===== src/rtl/irqsel_pkg.sv =====
package irqsel_pkg;

   typedef enum logic [1:0] {
      PRIV_USER  = 2'd0,
      PRIV_SUPER = 2'd1,
      PRIV_RSVD  = 2'd2,
      PRIV_MACH  = 2'd3
   } priv_e;

endpackage


===== src/rtl/irqsel_gate.sv =====
module irqsel_gate
   import irqsel_pkg::*;
(
   input  logic [1:0] priv_i,
   input  logic       mie_i,
   input  logic       sie_i,
   output logic       m_open_o,
   output logic       s_open_o
);

   always_comb begin
      m_open_o = 1'b0;
      s_open_o = 1'b0;
      case (priv_e'(priv_i))
         PRIV_USER: begin
            m_open_o = 1'b1;
            s_open_o = 1'b1;
         end
         PRIV_SUPER: begin
            m_open_o = 1'b1;
            s_open_o = sie_i;
         end
         PRIV_MACH: begin
            m_open_o = mie_i;
            s_open_o = 1'b0;
         end
         default: begin
            m_open_o = 1'b0;
            s_open_o = 1'b0;
         end
      endcase
   end

endmodule


===== src/rtl/irqsel_ffs.sv =====
module irqsel_ffs #(
   parameter int W  = 32,
   localparam int CW = $clog2(W),
   localparam int L  = $clog2(W)
) (
   input  logic [W-1:0]  vec_i,
   output logic          any_o,
   output logic [CW-1:0] idx_o
);

   if ((1 << L) != W || W < 2) begin : g_bad_width
      $error("irqsel_ffs: W must be a power of two of at least 2");
   end

   for (genvar k = 0; k <= L; k++) begin : lvl
      localparam int NK = W >> k;
      logic [NK-1:0] vld;
      logic [CW-1:0] idx [NK];
      if (k == 0) begin : g_leaf
         assign vld = vec_i;
         for (genvar j = 0; j < NK; j++) begin : g_n
            assign idx[j] = CW'(j);
         end
      end else begin : g_node
         for (genvar j = 0; j < NK; j++) begin : g_n
            assign vld[j] = lvl[k-1].vld[2*j] | lvl[k-1].vld[2*j+1];
            assign idx[j] = lvl[k-1].vld[2*j] ? lvl[k-1].idx[2*j]
                                              : lvl[k-1].idx[2*j+1];
         end
      end
   end

   assign any_o = lvl[L].vld[0];
   assign idx_o = lvl[L].vld[0] ? lvl[L].idx[0] : '0;

endmodule


===== src/rtl/irq_pend_sel.sv =====
module irq_pend_sel #(
   parameter int NUM_IRQ = 32,
   parameter bit REG_OUT = 1'b1,
   localparam int CW = $clog2(NUM_IRQ)
) (
   input  logic               clk_i,
   input  logic               rst_ni,
   input  logic [NUM_IRQ-1:0] pend_i,
   input  logic [NUM_IRQ-1:0] en_i,
   input  logic [NUM_IRQ-1:0] deleg_i,
   input  logic [1:0]         priv_i,
   input  logic               mie_i,
   input  logic               sie_i,
   output logic               take_o,
   output logic [CW-1:0]      cause_o
);

   if (NUM_IRQ < 2 || NUM_IRQ > 64) begin : g_bad_num
      $error("irq_pend_sel: NUM_IRQ must lie between 2 and 64");
   end

   logic               m_open;
   logic               s_open;
   logic [NUM_IRQ-1:0] cand;
   logic [NUM_IRQ-1:0] passed;
   logic               take_c;
   logic [CW-1:0]      cause_c;

   irqsel_gate u_gate (
      .priv_i   (priv_i),
      .mie_i    (mie_i),
      .sie_i    (sie_i),
      .m_open_o (m_open),
      .s_open_o (s_open)
   );

   assign cand   = pend_i & en_i;
   assign passed = (cand & ~deleg_i & {NUM_IRQ{m_open}})
                 | (cand &  deleg_i & {NUM_IRQ{s_open}});

   irqsel_ffs #(.W(NUM_IRQ)) u_ffs (
      .vec_i (passed),
      .any_o (take_c),
      .idx_o (cause_c)
   );

   if (REG_OUT) begin : g_reg
      always_ff @(posedge clk_i or negedge rst_ni) begin
         if (!rst_ni) begin
            take_o  <= 1'b0;
            cause_o <= '0;
         end else begin
            take_o  <= take_c;
            cause_o <= cause_c;
         end
      end
   end else begin : g_comb
      assign take_o  = take_c;
      assign cause_o = cause_c;
   end

endmodule


===== config.mk =====
export PLATFORM = sky130hd
export DESIGN_NAME = irq_pend_sel
export DESIGN_NICKNAME = d
export VERILOG_FILES = /design/src/rtl/irqsel_pkg.sv /design/src/rtl/irqsel_gate.sv /design/src/rtl/irqsel_ffs.sv /design/src/rtl/irq_pend_sel.sv
export SDC_FILE = /design/constraint.sdc
export NUM_CORES = 1
export LEC_CHECK = 0
export BUFFER_PORTS_ARGS = -buffer_cell sky130_fd_sc_hd__buf_2
export CAP_MARGIN = 20
export CORE_MARGIN = 10
export CORE_UTILIZATION = 40
export CTS_CLUSTER_DIAMETER = 200
export DETAILED_ROUTE_END_ITERATION = 8
export GPL_TIMING_DRIVEN = 0
export PLACE_DENSITY = 0.94
export SYNTH_ARGS = -nofsm -noshare
export SYNTH_HDL_FRONTEND = slang
export SYNTH_HIERARCHICAL = 1
export SYNTH_SLANG_ARGS = --single-unit

===== constraint.sdc =====
create_clock -name clk_i -period 0.8 [get_ports clk_i]
set_input_delay 0.04 -clock clk_i [delete_from_list [all_inputs] [get_ports clk_i]]
set_output_delay 0.04 -clock clk_i [all_outputs]
set_load 0.01 [all_outputs]

# Word level (Yosys, flattened, before mapping)
# Cells that the tools add are included.
# W data, S select, Z words.
[classes]
bitwise = 38
shift = 0
addsub = 0
mul = 0
n_reduce_logical = 2
magnitude_cmp = 0
n_mux = 34
n_div = 0
n_eq_ne = 2
[ops]
columns = ["op", "n"]
rows = [
  ["$and A32 B32 Y32", 5],
  ["$mux W5", 16],
  ["$not A32 Y32", 1],
  ["$or A32 B32 Y32", 1],
  ["$or A1 B1 Y1", 31],
  ["$mux W1", 16],
  ["$pmux W1 S2", 2],
  ["$eq A2 B1 Y1 const B", 1],
  ["$eq A2 B2 Y1 const B", 1],
  ["$logic_not A2 Y1", 1],
  ["$reduce_or A2 Y1", 1],
]
[totals]
register_bits = 6
rom_bits = 0
latch_bits = 0
memories = 0
mem_bits_rw = 0

# Depth between registers and ports, before layout
[depth]
ltp_word = 11
mapped_depth = 9
ltp_nobuf = 8

# Modules after synthesis
# The synthesis kept the hierarchy.
[modules_own_cells]
columns = ["mod", "seq_area_each_um2", "instances", "area_per_inst_um2", "cells_per_inst"]
rows = [
  ["irq_pend_sel", 150.1, 1, 767.0, 108],
  ["irqsel_ffs", 0.0, 1, 357.8, 61],
  ["irqsel_gate", 0.0, 1, 20.0, 4],
]

# Worst setup path before layout
# OpenSTA, ideal clock, no wires.
[synth_path]
path_kind = "input port to flip-flop"
from = "input port mie_i"
to = "register cause_o[1]"
setup_slack_ps = -994
arrival_ps = 1717
setup_time_ps = 76
stages = 9
required_ps = 724
path_cell_list = "nand2_1 > nand2_1 > buf_4 > mux2i_1 > nor2_1 > nor4_2 > nand4_2 > or4_1 > o21ai_1"
[synth_via]
elab_chain_cells = 9
elab_cells_between_ends = 50
cone_classes = "mux: 17; bitwise: 33"
[synth_lines]
columns = ["item", "line_no", "source"]
rows = [
  ["start: declaration", "irq_pend_sel.sv:12", "input logic mie_i,"],
  ["$pmux W1 S2 *", "irqsel_gate.sv:14", "case (priv_e'(priv_i))"],
  ["via m_open", "irq_pend_sel.sv:22", "logic m_open;"],
  ["$and A32 B32 Y32 *", "irq_pend_sel.sv:38", "assign passed = (cand & ~deleg_i & {NUM_IRQ{m_open}})"],
  ["$or A32 B32 Y32 *", "irq_pend_sel.sv:39", "| (cand & deleg_i & {NUM_IRQ{s_open}});"],
  ["via passed[1]", "irq_pend_sel.sv:25", "logic [NUM_IRQ-1:0] passed;"],
  ["$or A1 B1 Y1 *", "irqsel_ffs.sv:26", "assign vld[j] = lvl[k-1].vld[2*j] | lvl[k-1].vld[2*j+1];"],
  ["$mux W5 / $or A1 B1 Y1 (equally long branches) (4 in a row)", "irqsel_ffs.sv:27, irqsel_ffs.sv:26", ""],
  ["$mux W5 *", "irqsel_ffs.sv:34", "assign idx_o = lvl[L].vld[0] ? lvl[L].idx[0] : '0;"],
  ["via cause_c[1]", "irq_pend_sel.sv:27", "logic [CW-1:0] cause_c;"],
  ["end signal: assignment", "irq_pend_sel.sv:54", "cause_o <= cause_c;"],
  ["end: declaration", "irq_pend_sel.sv:15", "output logic [CW-1:0] cause_o"],
]
# The timed path passes the listed nets; every way through them passes the cells marked *.

# Worst setup path in the final report
[layout_path]
from = "input port sie_i"
to = "register cause_o[1]"
[layout_via]
elab_chain_cells = 9
elab_cells_between_ends = 50
cone_classes = "mux: 17; bitwise: 33"
[layout_lines]
columns = ["item", "line_no", "source"]
rows = [
  ["start: declaration", "irq_pend_sel.sv:13", "input logic sie_i,"],
  ["$pmux W1 S2 *", "irqsel_gate.sv:14", ""],
  ["via s_open", "irq_pend_sel.sv:23", "logic s_open;"],
  ["$and A32 B32 Y32 *", "irq_pend_sel.sv:39", ""],
  ["$or A32 B32 Y32 *", "irq_pend_sel.sv:39", ""],
  ["via passed[8]", "irq_pend_sel.sv:25", ""],
  ["$or A1 B1 Y1 *", "irqsel_ffs.sv:26", ""],
  ["$mux W5 / $or A1 B1 Y1 (equally long branches) (4 in a row)", "irqsel_ffs.sv:27, irqsel_ffs.sv:26", ""],
  ["$mux W5 *", "irqsel_ffs.sv:34", ""],
  ["via cause_c[1]", "irq_pend_sel.sv:27", ""],
]
# Marked as above.

==> flow_summary_export.csv <==
group,metric,value,unit
run_status,outcome,"finished, violations left",
run_status,violations,"negative setup slack",
timing,setup_viol,6,
global_routing,track_usage,16.5,%
critical_path,cp.required,0.97,ns
detailed_routing,via_count,1676,
synthesis,synth.area.mux_share,28.0,%
placed_design,finalWeightedCongestion,0.773,
clock_tree,clock_sinks,6,
synthesis,synth_cell_type_count,27,
critical_path,path_max_fanout,7,
timing,setup_slack,-0.788,ns
timing,worst_pin_slew,0.350,ns
detailed_routing,drt_iter0_markers,61,
die,ioPinCount,108,
synthesis,synthArstFlopShare,100,%
pwr,fin_total_pwr,1.87,mW
global_routing,antenna_found_initial,0,
clock_tree,clkTransAtPathRegs,0.04,ns
global_routing,grt_pass1_vias,1791,
finish,utilization,74.8,%
detailed_routing,drcViolationCount,0,
critical_path,path_class,"input pin to flop",
pwr,leakage,1.09,nW
detailed_routing,vias_per_cell,5.14,
timing,slew_viol_final,0,
placed_design,io_buffers,107,
synthesis,synth_edf_count,0,
placed_design,dp_hpwl,3740,um
die,num_rows,19,
synthesis,synth_simple_gate_area_share,40.5,%
critical_path,crit_path_end_kind,"flop",
synthesis,synth_xor_area_share,0,%
synthesis,ys.flop_type,"dfrtp_1",
timing,finalHoldViolCount,0,
run,cap_viol_max_count,0,
synthesis,syn_area_per_cell,6.62,um2
synthesis,yosysWarnings,6,
clock_tree,cts_buffer_depth,2,
critical_path,cp-start-kind,"input pin",
die,fp.dieArea,5400,um2
timing,max_freq,630,MHz
timing,layout_worst_path_cycle_share,199,%
detailed_routing,routed_wl,4850,um
finish,final_nets,399,
pwr,ir_drop,1.07,mV
pwr,power-per-cell-area,904,nW/um2
synthesis,synth-seq-area-share,13.1,%
synthesis,syn_area,1140,um2
timing,whs,0.162,ns
timing,fin_crit,1.59,ns
clock_tree,cts-root-buf,"clkbuf_4",
die,start_util,41.5,%
detailed_routing,ant_nets,0,
timing,setup_tns,-4.05,ns
finish,fillerInstances,222,
global_routing,grt_max_degree,11,
die,core-area,2760,um2
detailed_routing,wl_per_cell,14.9,um
global_routing,grt_pass1_wl,7510,um
synthesis,synth_top_family_by_area,"simple AND/OR/NAND/NOR gates",
finish,drive_above_1_share,53.9,%
clock_tree,tritoncts,"done",
critical_path,worstPathArrival,1.75,ns
clock_tree,h-tree-depth,1,
die,die_w,73.5,um
synthesis,netlist_instances,173,
synthesis,synth_top_area_share,28.0,%
hold_path,hp-class,"input pin to async pin",
clock_tree,cts_made_buffers,3,
finish,antennaDiodeCount,0,
timing,relSlewSlack,76.6,%
synthesis,synth.net_count,275,
timing,rsz0062_at_grt,"true",
synthesis,synth-compound-area-share,11.1,%
synthesis,synth_top_cell_by_area,"mux2i_1",
synthesis,synth-adder-area-share,0,%
die,die_h,73.5,um
synthesis,yosys-top-cells-area,"mux2i_1, nor2_1, dfrtp_1",
detailed_routing,dr.pass1.iters,5,
global_routing,overflow,0,
synthesis,ys_ff_latch,6,
finish,area_delta_synth_final,80.2,%
==> cells in the final DEF (no fill, tap or decap), types with 2 or more instances in the layout <==
cell type  netlist  routed
a21oi_1          4       3
nor3_1           2       2
clkbuf_4         0       3
o21ai_0          6       5
nor2_2           0       7
nand2_8          0       2
buf_6            3       9
nor2b_1          3       2
nor2_1          44      37
mux2i_1         32      31
inv_1            7       6
o21ai_2          0       2
nor4_2           4       5
a31oi_1          2       2
dfrtp_1          6       6
buf_4            3       8
nor4_4           0       3
nand2b_1         2       2
nand2_1         38      35
buf_2            0     106
==> cells by family after synthesis <==
| kind of cell | after synthesis |
|---|---|
| AND/OR/NAND/NOR | 102 |
| AO/OA/AOI/OAI | 20 |
| flip-flops | 6 |
| buffers and inverters | 13 |
| multiplexers | 32 |
==> layer usage <==
layer	wire length [um]	track usage, %
met5	0	0
met4	50	4.55
met3	615	7.40
met2	2520	30.5
met1	1660	15.9
==> stage by stage <==
step           area, um2  setup slack (ns)  std cells
6_report            2060            -0.788        326
5_1_grt             2060            -0.880        326
4_1_cts             1970            -0.779        324
3_5_place_dp        1790             -1.23        311
3_3_place_gp        1790             -1.20        311
2_1_floorplan       1210            -0.852        173
==> report_power, final <==
part | switching (mW) | internal [mW]
registers | 0.0112 | 0.354
clock network | 0.0951 | 0.169
logic | 0.599 | 0.638
total | 0.705 | 1.16
==> cell usage after synthesis (2+ instances only) <==
master / n
nor2_1: 44
nand2_1: 38
mux2i_1: 32
inv_1: 7
dfrtp_1: 6
o21ai_0: 6
a21oi_1: 4
nor4_1: 4
nor4_2: 4
buf_4: 3
buf_6: 3
nor2b_1: 3
a31oi_1: 2
nand2b_1: 2
nor3_1: 2
or4_1: 2
==> area by class of cell <==
class / count / area [um2] / share of cell area, %
clock buffer: 3 / 22.5 / 1.09
sequential: 6 / 150 / 7.28
buffer: 6 / 63.8 / 3.09
inverter: 7 / 38.8 / 1.88
tap: 31 / 38.8 / 1.88
timing repair buffer: 119 / 658 / 31.9
multi-input combinational: 154 / 1090 / 52.9
==> repair_timing <==
action / in CTS / in global routing
cloned: 2 / 1
hold buffers: 1 / 0
resized for setup: 20 / 18
setup endpoints to repair: 6 / 6
setup buffers: 7 / 1
pin swaps: 9 / 7
hold endpoints to repair: 6 / 0
==> worst max-delay path, cell delays in order <==
cell and delay, ns:
buf_12 0.11, inv_12 0.04, a21oi_4 0.07, buf_6 0.14, mux2i_1 0.13, nor2_1 0.10
nor4_2 0.36, nand4_2 0.19, or4_4 0.44, o21ai_2 0.12
==> final timing paths <==
kind / start / cells after the start / to / slack, ns
worst max-delay path: sie_i / 10 / cause_o[1] / -0.79
worst min-delay path: rst_ni / 2 / cause_o[2] / 0.16
max in group asynchronous: rst_ni / 2 / cause_o[0] / 0.50
min in group clk_i: en_i[1] / 7 / cause_o[0] / 0.34
==> registers in the layout (all words and copies together), names as in the netlist <==
signal,cells
take_o,1
cause_o,5
Note: power is estimated with default switching activity, not from simulation.
